<file path="src/rtl/pmux_pkg.sv">
package pmux_pkg;
  localparam int PINS = 8;

  typedef enum logic [2:0] {
    OWN_GPIO,
    OWN_SER_IN,
    OWN_SER_OUT,
    OWN_TWI,
    OWN_PWM_OUT,
    OWN_PWM_IN,
    OWN_CS
  } owner_e;

  // Fixed ranking: chip select, PWM, serial, GPIO.
  function automatic owner_e pick_owner(input logic cs_req, input logic pwm_req,
                                        input logic pwm_listen, input logic twi_req,
                                        input logic sin_req, input logic sout_req);
    if (cs_req)   return OWN_CS;
    if (pwm_req)  return pwm_listen ? OWN_PWM_IN : OWN_PWM_OUT;
    if (twi_req)  return OWN_TWI;
    if (sin_req)  return OWN_SER_IN;
    if (sout_req) return OWN_SER_OUT;
    return OWN_GPIO;
  endfunction

  // Output pins report the latch, input pins report the live level.
  function automatic logic [PINS-1:0] merge_read(input logic [PINS-1:0] dir,
                                                 input logic [PINS-1:0] latch,
                                                 input logic [PINS-1:0] live);
    return (dir & latch) | (~dir & live);
  endfunction
endpackage

</file>
<file path="src/rtl/pmux_sync.sv">
module pmux_sync #(
  parameter int W      = 8,
  parameter int STAGES = 2
) (
  input  logic         clk,
  input  logic         rst_n,
  input  logic [W-1:0] d,
  output logic [W-1:0] q
);
  logic [W-1:0] stage [STAGES];

  always_ff @(posedge clk or negedge rst_n) begin
    if (!rst_n) begin
      for (int i = 0; i < STAGES; i++) stage[i] <= '0;
    end else begin
      stage[0] <= d;
      for (int i = 1; i < STAGES; i++) stage[i] <= stage[i-1];
    end
  end

  assign q = stage[STAGES-1];
endmodule

</file>
<file path="src/rtl/pmux_regs.sv">
module pmux_regs
  import pmux_pkg::*;
(
  input  logic            clk,
  input  logic            rst_n,
  input  logic            reg_sel,
  input  logic            reg_wr,
  input  logic [PINS-1:0] reg_wdata,
  input  logic [PINS-1:0] live,
  output logic [PINS-1:0] reg_rdata,
  output logic [PINS-1:0] latch_q,
  output logic [PINS-1:0] dir_q
);
  always_ff @(posedge clk or negedge rst_n) begin
    if (!rst_n) begin
      latch_q <= '0;
      dir_q   <= '0;
    end else if (reg_wr) begin
      if (reg_sel) dir_q   <= reg_wdata;
      else         latch_q <= reg_wdata;
    end
  end

  assign reg_rdata = reg_sel ? dir_q : merge_read(dir_q, latch_q, live);
endmodule

</file>
<file path="src/rtl/pmux_owner.sv">
module pmux_owner
  import pmux_pkg::*;
(
  input  logic [PINS-1:0] cs_req,
  input  logic [PINS-1:0] pwm_req,
  input  logic [PINS-1:0] pwm_listen,
  input  logic [PINS-1:0] twi_req,
  input  logic [PINS-1:0] sin_req,
  input  logic [PINS-1:0] sout_req,
  input  logic [PINS-1:0] cs_bit,
  input  logic [PINS-1:0] pwm_bit,
  input  logic [PINS-1:0] twi_bit,
  input  logic [PINS-1:0] sout_bit,
  input  logic [PINS-1:0] latch_q,
  input  logic [PINS-1:0] dir_q,
  output owner_e          own [PINS],
  output logic [PINS-1:0] pin_out,
  output logic [PINS-1:0] pin_oe
);
  for (genvar p = 0; p < PINS; p++) begin : g_pin
    logic o, e;
    assign own[p] = pick_owner(cs_req[p], pwm_req[p], pwm_listen[p],
                               twi_req[p], sin_req[p], sout_req[p]);
    always_comb begin
      unique case (own[p])
        OWN_CS:      begin o = cs_bit[p];   e = 1'b1;        end
        OWN_PWM_OUT: begin o = pwm_bit[p];  e = 1'b1;        end
        OWN_PWM_IN:  begin o = 1'b0;        e = 1'b0;        end
        OWN_TWI:     begin o = 1'b0;        e = ~twi_bit[p]; end
        OWN_SER_IN:  begin o = 1'b0;        e = 1'b0;        end
        OWN_SER_OUT: begin o = sout_bit[p]; e = 1'b1;        end
        default:     begin o = latch_q[p];  e = dir_q[p];    end
      endcase
    end
    assign pin_out[p] = o;
    assign pin_oe[p]  = e;
  end
endmodule

</file>
<file path="src/rtl/pin_owner_mux.sv">
module pin_owner_mux
  import pmux_pkg::*;
#(
  parameter int SYNC_STAGES = 2
) (
  input  logic       clk,
  input  logic       rst_n,
  input  logic       reg_sel,
  input  logic       reg_wr,
  input  logic [7:0] reg_wdata,
  output logic [7:0] reg_rdata,
  input  logic [7:0] pin_in,
  output logic [7:0] pin_out,
  output logic [7:0] pin_oe,
  input  logic [1:0] cs_en,
  input  logic [1:0] cs_val,
  input  logic [7:0] pwm_en,
  input  logic [7:0] pwm_val,
  input  logic       pwm7_listen,
  output logic       pwm7_in,
  input  logic       twi0_en,
  input  logic       twi0_alt,
  input  logic       twi0_scl_drv,
  input  logic       twi0_sda_drv,
  output logic       twi0_scl_in,
  output logic       twi0_sda_in,
  input  logic       twi1_en,
  input  logic       twi1_alt,
  input  logic       twi1_scl_drv,
  input  logic       twi1_sda_drv,
  output logic       twi1_scl_in,
  output logic       twi1_sda_in,
  input  logic       uart_rx_en,
  input  logic       uart_tx_en,
  input  logic       uart_alt,
  input  logic       uart_txd,
  output logic       uart_rxd
);
  logic [PINS-1:0] live, latch_q, dir_q;
  logic [PINS-1:0] cs_req, twi_req, sin_req, sout_req, listen;
  logic [PINS-1:0] cs_bit, twi_bit, sout_bit;
  owner_e          own [PINS];
  // Named ownership events for the checker.
  logic [PINS-1:0] twi_owned, pwm_in_owned, ser_in_owned;
  logic            twi0_live, twi1_live, uart_live;

  assign twi0_live = twi0_en & ~twi0_alt;
  assign twi1_live = twi1_en & ~twi1_alt;
  assign uart_live = uart_rx_en & uart_tx_en & ~uart_alt;

  assign cs_req   = {cs_en[1], cs_en[0], 6'b0};
  assign cs_bit   = {cs_val[1], cs_val[0], 6'b0};
  assign twi_req  = {twi1_live, twi1_live, twi0_live, twi0_live, 4'b0};
  assign twi_bit  = {twi1_scl_drv, twi1_sda_drv, twi0_scl_drv, twi0_sda_drv, 4'b0};
  assign sin_req  = {5'b0, uart_live, 2'b0};
  assign sout_req = {7'b0, uart_live};
  assign sout_bit = {7'b0, uart_txd};
  assign listen   = {pwm7_listen, 7'b0};

  pmux_sync #(.W(PINS), .STAGES(SYNC_STAGES)) u_sync (
    .clk(clk), .rst_n(rst_n), .d(pin_in), .q(live)
  );

  pmux_regs u_regs (
    .clk(clk), .rst_n(rst_n), .reg_sel(reg_sel), .reg_wr(reg_wr),
    .reg_wdata(reg_wdata), .live(live), .reg_rdata(reg_rdata),
    .latch_q(latch_q), .dir_q(dir_q)
  );

  pmux_owner u_owner (
    .cs_req(cs_req), .pwm_req(pwm_en), .pwm_listen(listen), .twi_req(twi_req),
    .sin_req(sin_req), .sout_req(sout_req), .cs_bit(cs_bit), .pwm_bit(pwm_val),
    .twi_bit(twi_bit), .sout_bit(sout_bit), .latch_q(latch_q), .dir_q(dir_q),
    .own(own), .pin_out(pin_out), .pin_oe(pin_oe)
  );

  for (genvar p = 0; p < PINS; p++) begin : g_flag
    assign twi_owned[p]    = (own[p] == OWN_TWI);
    assign pwm_in_owned[p] = (own[p] == OWN_PWM_IN);
    assign ser_in_owned[p] = (own[p] == OWN_SER_IN);
  end

  assign pwm7_in     = pwm_in_owned[7] & live[7];
  assign twi1_scl_in = twi_owned[7] ? live[7] : 1'b1;
  assign twi1_sda_in = twi_owned[6] ? live[6] : 1'b1;
  assign twi0_scl_in = twi_owned[5] ? live[5] : 1'b1;
  assign twi0_sda_in = twi_owned[4] ? live[4] : 1'b1;
  assign uart_rxd    = ser_in_owned[2] ? live[2] : 1'b1;
endmodule

</file>
<file path="config.mk">
export PLATFORM = sky130hd
export DESIGN_NAME = pin_owner_mux
export DESIGN_NICKNAME = d
export VERILOG_FILES = /design/src/rtl/pmux_pkg.sv /design/src/rtl/pmux_sync.sv /design/src/rtl/pmux_regs.sv /design/src/rtl/pmux_owner.sv /design/src/rtl/pin_owner_mux.sv
export SDC_FILE = /design/constraint.sdc
export NUM_CORES = 1
export LEC_CHECK = 0
export ABC_AREA = 0
export BUFFER_PORTS_ARGS = -buffer_cell sky130_fd_sc_hd__buf_4
export CAP_MARGIN = 40
export CELL_PAD_IN_SITES_DETAIL_PLACEMENT = 0
export CELL_PAD_IN_SITES_GLOBAL_PLACEMENT = 1
export CORE_ASPECT_RATIO = 0.9
export CORE_MARGIN = 1.5
export CORE_UTILIZATION = 30
export DETAILED_ROUTE_END_ITERATION = 7
export HOLD_SLACK_MARGIN = 0.12
export PLACE_DENSITY_LB_ADDON = 0.1
export SYNTH_ARGS = -nofsm -noshare
export SYNTH_HDL_FRONTEND = slang
export SYNTH_HIERARCHICAL = 1
export SYNTH_SLANG_ARGS = --single-unit
</file>
<file path="constraint.sdc">
create_clock -name clk -period 2.02 [get_ports clk]
set_clock_uncertainty 0.1 [all_clocks]
set_input_delay 0.404 -clock clk [delete_from_list [all_inputs] [get_ports clk]]
set_output_delay 0.404 -clock clk [all_outputs]
set_load 0.01 [all_outputs]
</file>
[Word level (Yosys, flattened, before mapping)]
Cells that the tools add are included.
Widths: inputs -> output; s select.
Word-level totals
  register bits after elaboration: 32
  word-level logic and storage cells: 237
Operators by class
  equality and inequality tests: 48
  multiplexer cells: 142
  bitwise operators: 17
  reductions and logical operators: 26
Operators with widths (number)
  $mux 3: 50
  $mux 1: 75
  $eq 3x3->1 const B: 24
  $eq 3x2->1 const B: 16
  $reduce_or 4->1: 7
  $reduce_or 5->1: 5
  $eq 3x1->1 const B: 8
  $pmux 1 s3: 7
  $pmux 1 s2: 9
  $and 8x8->8: 2
  $reduce_or 2->1: 8
  $reduce_or 3->1: 4
  $mux 8: 1
  $not 1->1: 8
  $not 8->8: 1
  $or 8x8->8: 1
  $and 1x1->1: 5
  $reduce_and 2->1: 2

[Depth between registers and ports, before layout]
Gate-level depths: netlist of run 1.
  word-level depth: 20
  gate-level depth with buffers: 6
  gate-level depth less buffers: 5

[By module]
The synthesis of run 1 kept the hierarchy.
By module, submodules not included
  pmux_owner: times used 1, cells each 163, area each 1002.2 sq um, sequential area each 0.0 sq um
  pmux_regs: times used 1, cells each 61, area each 787.0 sq um, sequential area each 400.4 sq um
  pmux_sync: times used 1, cells each 24, area each 460.4 sq um, sequential area each 400.4 sq um
  pin_owner_mux: times used 1, cells each 10, area each 90.1 sq um, sequential area each 0.0 sq um

[Worst setup path before layout of run 1]
Ideal clock, no wire load.
  path kind: input port to output port
  from: in twi1_en
  to: out pin_oe[6]
  arrival time: 1.671 ns
  data required time: 1.516 ns
  slack: -0.155 ns
  stages on the path: 5
  path buffers: 1
  cells stage by stage: nor2b_1 -> nor3_1 -> a211o_1 -> a221o_1 -> buf_4
On the way
  word-level cells in the longest chain between the ends: 10
  elaborated cells on any way between the ends: 19
Ends and longest elaborated chain
  start, declared: line pin_owner_mux.sv:27  | input logic twi1_en,
  $and 1x1->1 (*): line pin_owner_mux.sv:48  | assign twi1_live = twi1_en & ~twi1_alt;
  $mux 3 / $mux 1 (equally long branches): line pmux_pkg.sv:20  | if (twi_req) return OWN_TWI;
  $mux 3 / $mux 1 (equally long branches): line pmux_pkg.sv:23, pmux_pkg.sv:20
  $mux 3 / $mux 1 (equally long branches): line pmux_pkg.sv:22, pmux_pkg.sv:19
  $mux 3 (*): line pmux_pkg.sv:21  | if (sin_req) return OWN_SER_IN;
  $mux 3 (*): line pmux_pkg.sv:20
  $mux 3 (*): line pmux_pkg.sv:19  | if (pwm_req) return pwm_listen ? OWN_PWM_IN : OWN_PWM_OUT;
  $eq 3x3->1 (tied with other cells): line pmux_owner.sv:25  | unique case (own[p])
  $reduce_or 3->1 (no source line) / $reduce_or 2->1 (equally long branches)
  $pmux 1 s3 (*): line pmux_owner.sv:25
  end, declared: line pin_owner_mux.sv:14  | output logic [7:0] pin_oe,
Mark *: on every way between the ends. The rest lies on a longest branch, timed or not. The select of a mux whose other input is x is not followed.

==> results of run 1 <==
## power by group through the flow
stage | Sequential, W | Combinational, W | Clock (W)
2_1_floorplan | 0.000747 | 0.000340 | 0
3_3_place_gp | 0.000765 | 0.000520 | 0
3_5_place_dp | 0.000767 | 0.000523 | 0
4_1_cts | 0.000755 | 0.000535 | 0.000514
5_1_grt | 0.000764 | 0.000625 | 0.000545
6_report | 0.000753 | 0.000554 | 0.000490
## flip-flops by register name, indices dropped and copies added, names as in the netlist
name and count:
u_regs/dir_q 8, u_sync/stage 8, u_regs/latch_q 8, u_sync/q 8
## repair_timing
item | in CTS | in global routing
hold buffers | 2 | 1
buffers inserted | 1 | 3
endpoints found under the hold margin | 33 | 1
gates resized for setup | 9 | 13
setup endpoints to repair | 11 | 15
pin swaps | 5 | 5
## layer usage
metal	vias up	track usage (%)
met5	-	0
met4	0	3.61
met3	2	2.19
met2	46	22.2
met1	903	16.4
li1	1159	-
## path summary, 6_finish.rpt
path / end / start / cells past startpoint / slack, ns
max: pin_out[0] / pwm_en[0] / 7 / -0.05
min in group asynchronous: u_sync/q[4]$_DFF_PN0_ / rst_n / 2 / 0.49
min reg2reg: u_sync/q[2]$_DFF_PN0_ / u_sync/stage[10]$_DFF_PN0_ / 0 / 0.25
max reg2reg: u_regs/dir_q[3]$_DFFE_PN0P_ / u_regs/dir_q[3]$_DFFE_PN0P_ / 2 / 1.05
max in group asynchronous: u_sync/stage[11]$_DFF_PN0_ / rst_n / 2 / 1.02
min: u_sync/stage[10]$_DFF_PN0_ / pin_in[2] / 1 / 0.13
## worst max-delay path, cell delays in order
cell and delay [ns]:
buf_4 0.11, buf_4 0.12, nor3_1 0.22, nor3_2 0.09, o41ai_1 0.32, mux2_2 0.20, buf_4 0.11
## cells in the final DEF, fill, tap and decap left out, drive strengths merged, types with 6 or more instances in the layout
cell type  instances
or2                7
a22oi              6
nor3              16
a21oi             14
conb             114
inv               14
o21ai             18
nand2b            13
nand2              7
nor2              15
nor2b             12
buf               97
dfrtp             32
clkbuf             6
mux2              19
o21bai             8
## per-stage QoR
stage          hold slack, ns  TNS, ns  worst slack, ns  instance area, sq um  util (%)
5_1_grt                 0.121   -0.437           -0.152                  3590      47.9
2_1_floorplan         0.00841        0           0.0663                  2740         -
3_5_place_dp            0.236   -0.699           -0.118                  3350      44.6
3_3_place_gp            0.232   -0.510          -0.0951                  3350      44.6
4_1_cts                 0.121   -0.126          -0.0579                  3500      46.6
6_report                0.134  -0.0869          -0.0530                  3590      47.9
## cell type report
type,count,area [sq um],area share (%)
flip-flops and latches,32,801,22.3
repair buffers,100,781,21.7
clock inverters,2,10.0,0.279
well taps,96,120,3.34
clock buffers,6,82.6,2.30
multi-input cells,291,1750,48.6
inverters,14,52.6,1.46
==> results.cfg, run 1 <==
[power]
p_total_w = 0.00180
max-vdd-ir-drop_mv = 0.287
power_frac_seq_pct = 41.9
pwr_density_cell_nw_per_um2 = 500
power_frac_clock_pct = 27.3
p_sw_w = 0.000504
p_int_w = 0.00129
p_leak_nw = 1.76
p_comb_share_pct = 30.8
swShare_pct = 28.0

[route]
highest_layer = met4
num_vias = 2110
wl_per_cell_um = 9.22
drc = 0
drtPass1Iterations = 4
postRouteWirelength_um = 4990
met1_length_um = 2360
postRouteAntennaNets = 0
wl_met2_um = 2340
routed_via_density = 3.90
drt_iter0_drc = 51
dr_wl_met3_um = 277

[place]
dpl.cell_count = 526
port_buffers = 82
routabilityCongestion = 0.709
place_hpwl_um = 3960

[global_route]
grt_pass1_vias = 1975
antenna_found_initial = 0
grt_pass1_wl_um = 8420
grt_overflow = 0
grt_max_degree = 33
grt_use_total_pct = 12.8

[synthesis]
avgSynthCellArea_sq_um = 9.13
syn-cell-area_sq_um = 2310
yosysWarnings = 6
synthCells = 253

[setup_path]
critPathLaunchType = input pin
required_ns = 1.52
crit_type = input pin to output port
arrival_ns = 1.57
endpoint_kind = output port
cp_max_fo = 2

[cells_and_area]
fillers = 767
layoutNonFillerInstCount = 541
drive_above_1_share_pct = 33.3
synthToLayoutAreaGrowth_pct = 55.4
antennaDiodeCount = 0
nets = 497

[floorplan]
start_util_pct = 30.8
rows = 30
core_area_sq_um = 7510
die_y_um = 86.3
die_area_sq_um = 8240
die_x_um = 95.5
num_io_pins = 83

[clock_tree]
clkLatencyLatePin_ns = 0.27
cts_buffers = 5
clock-sinks = 32
cts.path.max_buffers = 2
cts_tree = built
htreeDepth = 2
clk_pin_slew_ns = 0.06
root_buffer = clkbuf_8

[sta]
hold_viol = 0
fin_crit_sh_pct = 103
setup_slack_ns = -0.0530
clock.fmax_mhz = 482
rsz0062_at_grt = true
slew_viol_final = 0
fin_crit_ns = 2.07
setup_viol = 2

[run_status]
status = finished, violations left
violations = negative setup slack

[worst_hold_path]
min_path_type = input pin to flop

[job]
max-cap-violations = 0
Power figures use the tool's default switching activity.
==> inputs of run 2 (changes only) <==
Settings changed: CORE_UTILIZATION 30 to 29, SYNTH_HIERARCHICAL 1 to unset.
==> run 2 against run 1 <==
The flow now finishes without violations. Worst hold slack better by 0.010 ns. Via count down 37%. Synthesized area down 33%. Wire length down 27%. Sequential power down 0.9%. Largest power group unchanged. Highest routed layer unchanged. Critical endpoint is now pin_oe[7]. Combinational power down 27%. Flip-flop and latch count unchanged. Die area down 30%.
==> results.cfg, run 2 <==
[route]
postRouteAntennaNets = 0
drc = 0
postRouteWirelength_um = 3650
drt_iter0_drc = 46
drtPass1Iterations = 4
num_vias = 1328
wl_per_cell_um = 12.4
routed_via_density = 4.52

[setup_path]
cp_max_fo = 6
required_ns = 1.52
endpoint_kind = output port
crit_type = input pin to output port
timing.rr.start = u_regs.dir_q[7]$_DFFE_PN0P_
r2r_end = u_regs.dir_q[7]$_DFFE_PN0P_
critPathLaunchType = input pin
r2r_slack_ns = 1.04
worstSetupStartpoint = twi1_alt
crit_end = pin_oe[7]
arrival_ns = 1.49
worstRegToRegCells = 2

[job]
max-cap-violations = 0

[power]
p_sw_w = 0.000427
p_total_w = 0.00165
swShare_pct = 26.0
p_int_w = 0.00122
p_comb_share_pct = 24.4
max-vdd-ir-drop_mv = 0.353
power_frac_seq_pct = 45.3
p_leak_nw = 1.12
power_frac_clock_pct = 30.3
pwr_density_cell_nw_per_um2 = 708

[sta]
setup_viol = 0
worst_slew_pin_slew_ns = 0.421
fin_crit_sh_pct = 98.6
slew_viol_final = 0
tns_ns = 0
max_slew_margin_pct = 71.9
setup_slack_ns = 0.0292
clock.fmax_mhz = 502
hold_viol = 0
fin_crit_ns = 1.99
rsz0062_at_grt = false

[synthesis]
yosys-top-cells-area = dfrtp_1 52%, mux2_2 13%, buf_4 7.7%, o21ai_0 5.5%, nand2_1 4.6%
synth_seq_area_share_pct = 51.6
async_flop_share_pct = 100
synth_nets = 198
yosys_most_used_dff = dfrtp_1
syn-cell-area_sq_um = 1550
synth_cell_types = 27
synthCells = 145
yosysWarnings = 0
synth_edf_count = 0
yosysMostFrequentCell = dfrtp_1
yosysTopAreaCell = dfrtp_1
synthTopCellsByCount = 32 x dfrtp_1, 19 x nand2_1, 18 x mux2_2
synth_seq_cells = 32
avgSynthCellArea_sq_um = 10.7
synth_top_area_share_pct = 51.6

[place]
pre_cts_ws_ns = 0.0113
place_hpwl_um = 2760
port_buffers = 82
routabilityCongestion = 0.655

[run_status]
status = finished clean

[clock_tree]
htreeDepth = 2
clkLatencyLatePin_ns = 0.28
clock-sinks = 32
cts.path.max_buffers = 2
cts_buffers = 5
clk_pin_slew_ns = 0.06
cts_tree = built
root_buffer = clkbuf_8

[global_route]
grt_pass1_vias = 1282
grt_use_total_pct = 12.9
grt_overflow = 0
grt_max_degree = 33
grt_pass1_wl_um = 5560
antenna_found_initial = 0

[floorplan]
die_y_um = 72.4
die_x_um = 80.1
start_util_pct = 29.9
rows = 25
num_io_pins = 83
die_area_sq_um = 5800
core_area_sq_um = 5190

[cells_and_area]
drive_above_1_share_pct = 52.0
layout_common_cells = 85 x buf_4, 32 x dfrtp_1, 19 x nand2_1
synthToLayoutAreaGrowth_pct = 49.7
nets = 279
final_common_cell = buf_4
antennaDiodeCount = 0
fillers = 514

[worst_hold_path]
min_path_type = input pin to flop
hold_path_depth = 1
[run 2: logic make-up (layout without fill, tap and decap cells)]
family / after synthesis / in the layout / synth area share, %
multiplexers: 19 / 19 / 13.7
buffers and inverters: 21 / 103 / 9.11
AND/OR/NAND/NOR: 49 / 49 / 16.7
AO/OA/AOI/OAI: 24 / 24 / 8.94
flip-flops: 32 / 32 / 51.6
[run 2: timing repair]
action	4_1_cts	5_1_grt
hold buffers	6	2
endpoints found under the setup margin	1	1
gates resized for setup	0	2
setup buffers	1	0
hold endpoints to repair	37	2
[run 2: worst min-delay path by stage]
stage,from,end,slack [ns]
after floorplan,rst_n,u_regs.dir_q[0]$_DFFE_PN0P_,0.008
after global placement,u_sync.stage[13]$_DFF_PN0_,u_sync.q[5]$_DFF_PN0_,0.23
after detailed placement,u_sync.stage[10]$_DFF_PN0_,u_sync.q[2]$_DFF_PN0_,0.23
after CTS,pin_in[1],u_sync.stage[9]$_DFF_PN0_,0.12
after global routing,pin_in[7],u_sync.stage[15]$_DFF_PN0_,0.12
final,pin_in[7],u_sync.stage[15]$_DFF_PN0_,0.14
[run 2: area by class of cell]
| type | instances | area, sq um | share of cell area, % |
|---|---|---|---|
| well taps | 67 | 83.8 | 3.61 |
| multi-input cells | 92 | 614 | 26.4 |
| clock buffers | 6 | 82.6 | 3.55 |
| clock inverters | 2 | 10.0 | 0.431 |
| flip-flops and latches | 32 | 801 | 34.4 |
| repair buffers | 94 | 729 | 31.4 |
| inverters | 1 | 3.75 | 0.161 |
[run 2: power groups by stage]
stage / Combinational [W] / Clock (W) / Sequential [W]
global route: 0.000440 / 0.000561 / 0.000756
detailed placement: 0.000386 / 0 / 0.000760
finish: 0.000402 / 0.000499 / 0.000746
floorplan: 0.000214 / 0 / 0.000746
global placement: 0.000378 / 0 / 0.000759
CTS: 0.000402 / 0.000523 / 0.000746
[run 2: critical path, stage by stage]
cell	delay, ns
buf_4	0.11
nand2b_4	0.15
and3b_1	0.18
or4_4	0.51
buf_6	0.14
[run 2: through the flow]
step                      utilization (%)  hold slack, ns  instance area, sq um  std cells
after CTS                            44.2           0.121                  2300        292
after global routing                 44.8           0.122                  2320        294
after global placement               41.2           0.233                  2140        277
after floorplan                         -         0.00841                  1550        145
after detailed placement             41.2           0.235                  2140        277
final                                44.8           0.144                  2320        294
[run 2: routing by layer]
layer  up-vias  routed length (um)  GRT usage, %
li1        646                   -             -
met5         -                   0             0
met1       621                1500          15.1
met4         0                  52          5.36
met2        55                1810          21.2
met3         6                 285          5.03
==> inputs of run 3 (changes only) <==
Settings changed: CELL_PAD_IN_SITES_DETAIL_PLACEMENT 0 to 1.
==> run 3 against run 2 <==
Fmax increased by 0.42%. Combinational power barely moved. Via count did not move. Non-clock buffer count down 1. Sequential share of layout area is 0.093 points higher. Global-route usage grew 1.2 points. Highest routed layer unchanged.
==> results.cfg, run 3 (synthesis gave the netlist of run 2 again) <==
[sta]
hold_viol = 0
slew_viol_final = 0
tns_ns = 0
max_slew_margin_pct = 69.3
rsz0062_at_grt = false
fin_crit_ns = 1.98
worst_slew_pin_slew_ns = 0.459
fin_crit_sh_pct = 98.1
setup_viol = 0
clock.fmax_mhz = 504

[setup_path]
critPathLaunchType = input pin
cp_top_family = simple AND/OR/NAND/NOR gates
cp_max_fo = 6
crit_cells = 5
worstRegToRegCells = 2
worst-path-buf-inv = 2
required_ns = 1.52
cpPeakStageDelay_ns = 0.51
timing.rr.start = u_regs.dir_q[7]$_DFFE_PN0P_
r2r_end = u_regs.dir_q[7]$_DFFE_PN0P_
worstSetupStartpoint = twi1_alt
critical_path.cell_chain = buf_4, nand2b_4, and3b_1, or4_4, buf_6
cpMaxStageDelayCell = or4_4
crit_type = input pin to output port
r2r_slack_ns = 1.03
crit_end = pin_oe[7]
arrival_ns = 1.48
endpoint_kind = output port

[cells_and_area]
layout_common_cells = 85 x buf_4, 32 x dfrtp_1, 19 x nand2_1
synthToLayoutAreaGrowth_pct = 49.3
nets = 278
antennaDiodeCount = 0
drive_above_1_share_pct = 52.0
final_common_cell = buf_4
layoutNonFillerInstCount = 292

[route]
num_vias = 1328
drc = 0
highest_layer = met4
postRouteAntennaNets = 0
dr_wl_met3_um = 322
drtPass1Iterations = 2
routed_via_density = 4.55
postRouteWirelength_um = 4030
wl_per_cell_um = 13.8
drt_iter0_drc = 23
met1_length_um = 1640
wl_met2_um = 2020

[clock_tree]
cts_buffers = 5
clk_pin_slew_ns = 0.06
htreeDepth = 2
root_buffer = clkbuf_8
cts_tree = built
clock-sinks = 32
cts.path.max_buffers = 2
clkLatencyLatePin_ns = 0.28

[global_route]
grt_use_total_pct = 14.1
grt_overflow = 0
grt_pass1_vias = 1382
grt_pass1_wl_um = 6110
grt_max_degree = 33
antenna_found_initial = 0

[floorplan]
die_y_um = 72.4
num_io_pins = 83
die_x_um = 80.1
core_area_sq_um = 5190
die_area_sq_um = 5800
rows = 25
start_util_pct = 29.9

[run_status]
status = finished clean

[worst_hold_path]
min_path_type = input pin to flop

[power]
p_leak_nw = 1.11
max-vdd-ir-drop_mv = 0.408
pwr_density_cell_nw_per_um2 = 721

[job]
max-cap-violations = 0

[place]
port_buffers = 82
dpl.cell_count = 277
place_hpwl_um = 3060
routabilityCongestion = 0.655
run 3: power by group:
| group | internal [W] | switching [W] | leakage, nW |
|---|---|---|---|
| clock network | 0.000303 | 0.000217 | 0.0503 |
| logic | 0.000242 | 0.000162 | 0.689 |
| registers | 0.000705 | 0.0000434 | 0.374 |
run 3: how the worst min path moves through the flow:
stage / end / slack [ns] / start / depth (start not counted)
floorplan: u_regs.dir_q[0]$_DFFE_PN0P_ / 0.008 / rst_n / 0
global placement: u_sync.q[5]$_DFF_PN0_ / 0.23 / u_sync.stage[13]$_DFF_PN0_ / 0
detailed placement: u_sync.q[7]$_DFF_PN0_ / 0.24 / u_sync.stage[15]$_DFF_PN0_ / 0
CTS: u_sync.stage[14]$_DFF_PN0_ / 0.12 / pin_in[6] / 1
global route: u_sync.stage[13]$_DFF_PN0_ / 0.12 / pin_in[5] / 1
finish: u_sync.stage[13]$_DFF_PN0_ / 0.13 / pin_in[5] / 1
run 3: per-layer routing:
metal  track usage, %  vias to the layer above
met5                0                        -
met4             4.60                        0
met3             5.16                        5
met2             24.9                       50
met1             15.6                      633
li1                 -                      640
run 3: what timing repair did:
item | 4_1_cts | 5_1_grt
endpoints found under the hold margin | 33 | 5
cloned | 0 | 0
hold buffers | 2 | 5
pin swaps | 0 | 0
setup buffers | 1 | 0
resized for setup | 0 | 2
setup endpoints to repair | 1 | 1
run 3: cell type report:
class / count / area, sq um
sequential: 32 / 801
timing repair buffer: 93 / 719
tap: 67 / 83.8
fill: 619 / 2870
inverter: 1 / 3.75
multi-input combinational: 92 / 614
clock buffer: 7 / 96.3
run 3: metrics by stage:
stage	util [%]	hold WS, ns	setup WS, ns	cell area [sq um]	total power, W
floorplan	-	0.00841	0.168	1550	0.000960
global placement	41.2	0.233	0.0358	2140	0.00114
detailed placement	41.2	0.236	0.0146	2140	0.00115
CTS	43.5	0.122	0.0141	2260	0.00169
global route	44.7	0.122	0.0138	2320	0.00178
finish	44.7	0.134	0.0375	2320	0.00167
run 3: worst register-to-register path, cell delays in order (launching register included):
cell     delay [ns]
dfrtp_1        0.38
buf_4          0.14
mux2_2         0.25
